===== config.mk =====
export PLATFORM = sky130hd
export DESIGN_NAME = asram_ctl
export DESIGN_NICKNAME = d
export VERILOG_FILES = /design/src/rtl/asram_ctl.sv
export SDC_FILE = /design/constraint.sdc
export NUM_CORES = 1
export LEC_CHECK = 0
export ABC_CLOCK_PERIOD_IN_PS = 3400
export CORE_ASPECT_RATIO = 0.9
export CORE_MARGIN = 3
export CORE_UTILIZATION = 45
export DETAILED_ROUTE_END_ITERATION = 8
export PLACE_DENSITY = 0.92
export SETUP_SLACK_MARGIN = 0.15
export SYNTH_ARGS = -nofsm -noshare
export SYNTH_HDL_FRONTEND = slang
export SYNTH_SLANG_ARGS = --single-unit

===== constraint.sdc =====
create_clock -name clk -period 3.4 [get_ports clk]
set_input_delay 1.02 -clock clk [delete_from_list [all_inputs] [get_ports clk]]
set_output_delay 1.02 -clock clk [all_outputs]
set_load 0.005 [all_outputs]

===== src/rtl/asram_ctl.sv =====
module asram_ctl #(
  parameter int AW      = 18,
  parameter int DW      = 8,
  parameter int ACC_CYC = 7,
  parameter int WP_CYC  = 6,
  parameter int HZ_CYC  = 4,
  parameter int REC_CYC = 7
) (
  input  logic          clk,
  input  logic          rst_n,
  input  logic          req_valid,
  output logic          req_ready,
  input  logic          req_write,
  input  logic [AW-1:0] req_addr,
  input  logic [DW-1:0] req_wdata,
  output logic          rsp_valid,
  output logic [DW-1:0] rsp_rdata,
  input  logic          sleep_req,
  input  logic          wake_req,
  output logic [AW-1:0] mem_addr,
  output logic          mem_ce_n,
  output logic          mem_ce,
  output logic          mem_oe_n,
  output logic          mem_we_n,
  output logic [DW-1:0] mem_dq_o,
  output logic          mem_dq_oe,
  input  logic [DW-1:0] mem_dq_i
);

  localparam int M1   = (ACC_CYC > WP_CYC) ? ACC_CYC : WP_CYC;
  localparam int M2   = (HZ_CYC > REC_CYC) ? HZ_CYC : REC_CYC;
  localparam int MAXC = (M1 > M2) ? M1 : M2;
  localparam int CW   = $clog2(MAXC + 1);

  typedef enum logic [2:0] {
    IDLE, SETUP, READ_WAIT, READ_CAPTURE, WRITE_PULSE, WRITE_HOLD, TURNAROUND, SLEEP
  } state_t;

  state_t        state;
  logic [CW-1:0] cnt;
  logic [AW-1:0] addr_q;
  logic [DW-1:0] wdata_q, rdata_q;
  logic          wr_q, rsp_q;

  always_ff @(posedge clk) begin
    if (!rst_n) begin
      state   <= IDLE;
      cnt     <= '0;
      addr_q  <= '0;
      wdata_q <= '0;
      rdata_q <= '0;
      wr_q    <= 1'b0;
      rsp_q   <= 1'b0;
    end else begin
      rsp_q <= 1'b0;
      case (state)
        IDLE: begin
          if (sleep_req) state <= SLEEP;
          else if (req_valid) begin
            addr_q  <= req_addr;
            wdata_q <= req_wdata;
            wr_q    <= req_write;
            state   <= SETUP;
          end
        end
        SETUP: begin
          if (wr_q) begin
            state <= WRITE_PULSE;
            cnt   <= CW'(WP_CYC - 1);
          end else begin
            state <= READ_WAIT;
            cnt   <= CW'(ACC_CYC - 1);
          end
        end
        READ_WAIT: begin
          if (cnt == '0) state <= READ_CAPTURE;
          else cnt <= cnt - 1'b1;
        end
        READ_CAPTURE: begin
          rdata_q <= mem_dq_i;
          rsp_q   <= 1'b1;
          state   <= TURNAROUND;
          cnt     <= CW'(HZ_CYC - 1);
        end
        WRITE_PULSE: begin
          if (cnt == '0) state <= WRITE_HOLD;
          else cnt <= cnt - 1'b1;
        end
        WRITE_HOLD: state <= IDLE;
        TURNAROUND: begin
          if (cnt == '0) state <= IDLE;
          else cnt <= cnt - 1'b1;
        end
        SLEEP: begin
          if (wake_req) begin
            state <= TURNAROUND;
            cnt   <= CW'(REC_CYC - 1);
          end
        end
        default: state <= IDLE;
      endcase
    end
  end

  logic sel;
  assign sel = (state == SETUP) || (state == READ_WAIT) || (state == READ_CAPTURE) ||
               (state == WRITE_PULSE) || (state == WRITE_HOLD);

  assign req_ready = (state == IDLE) && !sleep_req;
  assign rsp_valid = rsp_q;
  assign rsp_rdata = rdata_q;
  assign mem_addr  = addr_q;
  assign mem_dq_o  = wdata_q;
  assign mem_ce_n  = !sel;
  assign mem_ce    = (state != SLEEP);
  assign mem_oe_n  = !((state == READ_WAIT) || (state == READ_CAPTURE));
  assign mem_we_n  = (state != WRITE_PULSE);
  assign mem_dq_oe = wr_q && ((state == SETUP) || (state == WRITE_PULSE) || (state == WRITE_HOLD));

  logic [CW-1:0] we_len, oe_quiet;
  always_ff @(posedge clk) begin
    if (!rst_n) begin
      we_len   <= '0;
      oe_quiet <= CW'(HZ_CYC);
    end else begin
      we_len   <= mem_we_n ? '0 : we_len + 1'b1;
      if (!mem_oe_n) oe_quiet <= '0;
      else if (oe_quiet < CW'(HZ_CYC)) oe_quiet <= oe_quiet + 1'b1;
    end
  end

  a_r2_write_width: assert property (@(posedge clk) disable iff (!rst_n)
    $rose(mem_we_n) |-> we_len == CW'(WP_CYC));
  a_r3_addr_hold: assert property (@(posedge clk) disable iff (!rst_n)
    (!mem_ce_n && $past(!mem_ce_n)) |-> $stable(mem_addr));
  a_r4_rsp_pulse: assert property (@(posedge clk) disable iff (!rst_n)
    rsp_valid |=> !rsp_valid);
  a_r5_strobe_excl: assert property (@(posedge clk) disable iff (!rst_n)
    !mem_we_n |-> (mem_oe_n && mem_dq_oe));
  a_r6_turnaround: assert property (@(posedge clk) disable iff (!rst_n)
    $rose(mem_dq_oe) |-> oe_quiet >= CW'(HZ_CYC));
  a_r7_one_outstanding: assert property (@(posedge clk) disable iff (!rst_n)
    (req_valid && req_ready) |=> !req_ready);
  a_r8_sleep_pins: assert property (@(posedge clk) disable iff (!rst_n)
    !mem_ce |-> (mem_ce_n && mem_oe_n && mem_we_n && !req_ready));

endmodule


==> summary.txt <==
Outcome
  – Outcome: complete, no violations

Detailed routing
  – Detailed Route Iter0 Violations: 97
  – Post-DRT Antenna Nets: 0
  – Post-DR wirelength/cell: 13.4 microns
  – Vias: 1726
  – DRC: 0
  – Vias per cell: 5.02
  – DR pass1 iterations: 4
  – Total wire length: 4620 microns

Synth
  – Mapped Cells: 219
  – Syn_nets: 261
  – Post-synthesis cell type count: 41
  – Number of synthesized flops with an enable pin: 0
  – Share of the synthesized area in the top cell type: 43.8%
  – Ys Warns: 0
  – Post-synth top cells: 64 x nand2_1, 42 x dfxtp_1, 15 x a21boi_1, 11 x a21boi_0
  – Most frequent cell after synthesis: nand2_1
  – Cell Area, Synth: 1920 sq um
  – Area contributors post-synth: dfxtp_1 44%, nand2_1 13%, a21boi_1 5.9%, a21boi_2 5.9%, a21boi_0 4.3%
  – Leading area contributor after synthesis: dfxtp_1
  – Primary FF master, synth: dfxtp_1
  – Synthesized area per cell: 8.76 sq um
  – FFs w/ async S/R, synth: 0%
  – Seq/Total Area, Yosys: 43.8%
  – Yosys reg bits: 42

Min path
  – Worst min path class: reg -> reg
  – Min-delay src: rsp_rdata[1]
  – End of the worst hold path: rsp_rdata[1]
  – Worst Hold Depth: 2

Cells and area
  – Synthesis-to-finish area growth: 46.6%
  – Ant diodes: 0
  – Layout cell share with drive strength beyond 1: 12.8%
  – NumNets Final: 339
  – Post-Layout Cell Count: 344

Global route
  – Number of global-route vias before repair: 1707
  – Antenna violations before repair: 0
  – Gr ovfl total: 0
  – GRT Total Usage: 19.3%
  – First-pass GRT wire length: 7460 microns
  – Largest net degree at the start of global routing: 28

Worst setup path
  – Crit path capture type: primary output
  – CP Max Fanout: 3
  – WP data arrival: 2020 ps
  – Critical path launch point type: input port
  – Reg-to-Reg Start: state[0]
  – Worst Reg-to-Reg Cells: 4
  – Critical path data required time: 2380 ps
  – CP peak stage delay: 540 ps
  – Critical path, cell by cell: dlygate4sd2_1, nor4_4, clkdlybuf4s50_1
  – Critical setup path kind: in -> out
  – Worst r2r dst: rsp_rdata[2]
  – Register-to-register path setup slack: 1600 ps
  – Slowest stage cell, crit path: clkdlybuf4s50_1

STA
  – Fin. Hold Viols: 0
  – Tmin final: 3040 ps
  – Fmax: 329 MHz
  – Slew Limit Fails: 0
  – RSZ-0062 raised after global routing: no
  – Slew HR: 53.7%
  – Setup_tns: 0 ps
  – Finish-stage setup viols: 0
  – Final worst slack: 365 ps
  – Slew of the pin with the lowest slew margin: 694 ps
  – Worst Skew: 6.94 ps
  – Tcrit/Tclk final: 89.3%

Pwr
  – PwrDens: 573 nW/um^2
  – Peak supply drop: 476 uV
  – P_leak: 0.000994 uW

Die
  – Die height: 68.0 microns
  – Die area: 5090 sq um
  – Core Area: 3920 sq um
  – Effective utilization at floorplan: 49.0%
  – Std cell rows: 21
  – Top-level I/O count: 81
  – Die span in x: 74.8 microns

CTS
  – Reg clk slew, reported paths: 70 ps
  – H-tree depth: 2
  – Worst-skew pair later-pin latency: 300 ps
  – Max clock buf depth: 2
  – Num CTS Buffers: 5
  – Clock sinks: 42
  – CTS tree: yes
  – Hold_buf cts: 0
  – Root Buffer: clkbuf_8
  – Number of setup buffers added after CTS: 0

Run
  – Max-cap viol count: 0

Placement
  – I/O Buffers: 80
  – Gp weighted congestion: 0.829
  – DP Wirelength: 3280 microns
  – Inst Count DP: 336
  – DP Worst Slack: 122 ps
## what timing repair did
action | in CTS | in global routing
resized for setup | 1 | 0
endpoints found under the hold margin | 0 | 0
setup endpoints to repair | 1 | 0
## where the power goes
| part | leakage [uW] | internal [uW] | switching [uW] | total (uW) |
|---|---|---|---|---|
| logic | 0.000607 | 338 | 278 | 616 |
| registers | 0.000342 | 569 | 104 | 673 |
| clock network | 0.0000452 | 145 | 180 | 325 |
| total | 0.000994 | 1050 | 563 | 1610 |
## registers in the layout (all words and copies together), names as in the netlist
| signal | count |
|---|---|
| mem_dq_o | 8 |
| rsp_rdata | 8 |
| state | 3 |
| cnt | 3 |
| wr_q | 1 |
| rsp_valid | 1 |
| mem_addr | 18 |
## per-stage QoR
stage                     util (%)  area (sq um)  hold slack [ps]  power (uW)
after CTS                     71.9          2810              456        1620
after detailed placement      69.7          2730              445        1300
after global placement        69.7          2730              440        1280
after global routing          71.9          2810              480        1730
after floorplan                  -          1920              441        1060
final                         71.9          2810              453        1610
## area by class of cell
type                    instances  area [sq um]
inverters                       6          22.5
multi-input cells             157           970
clock inverters                 2          13.8
fillers                       311          1100
well taps                      46          57.6
repair buffers                 85           837
clock buffers                   6          72.6
flip-flops and latches         42           841
## worst max path at each step
stage	slack, ps	to	start	cells past startpoint
global route	310	req_ready	sleep_req	3
detailed placement	120	req_ready	sleep_req	3
finish	360	req_ready	sleep_req	3
global placement	120	req_ready	sleep_req	3
floorplan	1170	req_ready	sleep_req	1
CTS	350	req_ready	sleep_req	3
## cell families after synthesis
group / count (synthesis) / synth area share, %
AO/OA/AOI/OAI: 57 / 24.6
XOR/XNOR: 1 / 0.456
adder cells (fa/ha/maj): 2 / 1.30
buffers and inverters: 20 / 5.67
flip-flops: 42 / 43.8
multiplexers: 2 / 1.04
AND/OR/NAND/NOR: 95 / 23.1
## worst max-delay path, delay by kind of cell
kind,cells,cell delay (ps)
buf+inv,2,830
simple gates,1,160
## cells in the final DEF, fill, tap and decap left out, types with 5 or more instances in the layout
master,Yosys,routed
a21boi_2,10,10
clkdlybuf4s50_1,0,79
dfxtp_1,42,42
a21boi_0,11,11
nand2_1,64,64
nand2_2,10,10
clkbuf_8,0,5
buf_4,1,5
a21boi_1,15,15
inv_1,6,6
## routing by layer
layer,wire (microns),vias to the layer above,track usage [%]
met5,0,-,0
met4,149,0,10.2
met3,286,14,7.34
met2,2200,53,30.8
met1,1980,778,22.4
li1,-,881,-
Note: power is estimated with default switching activity, not from simulation.
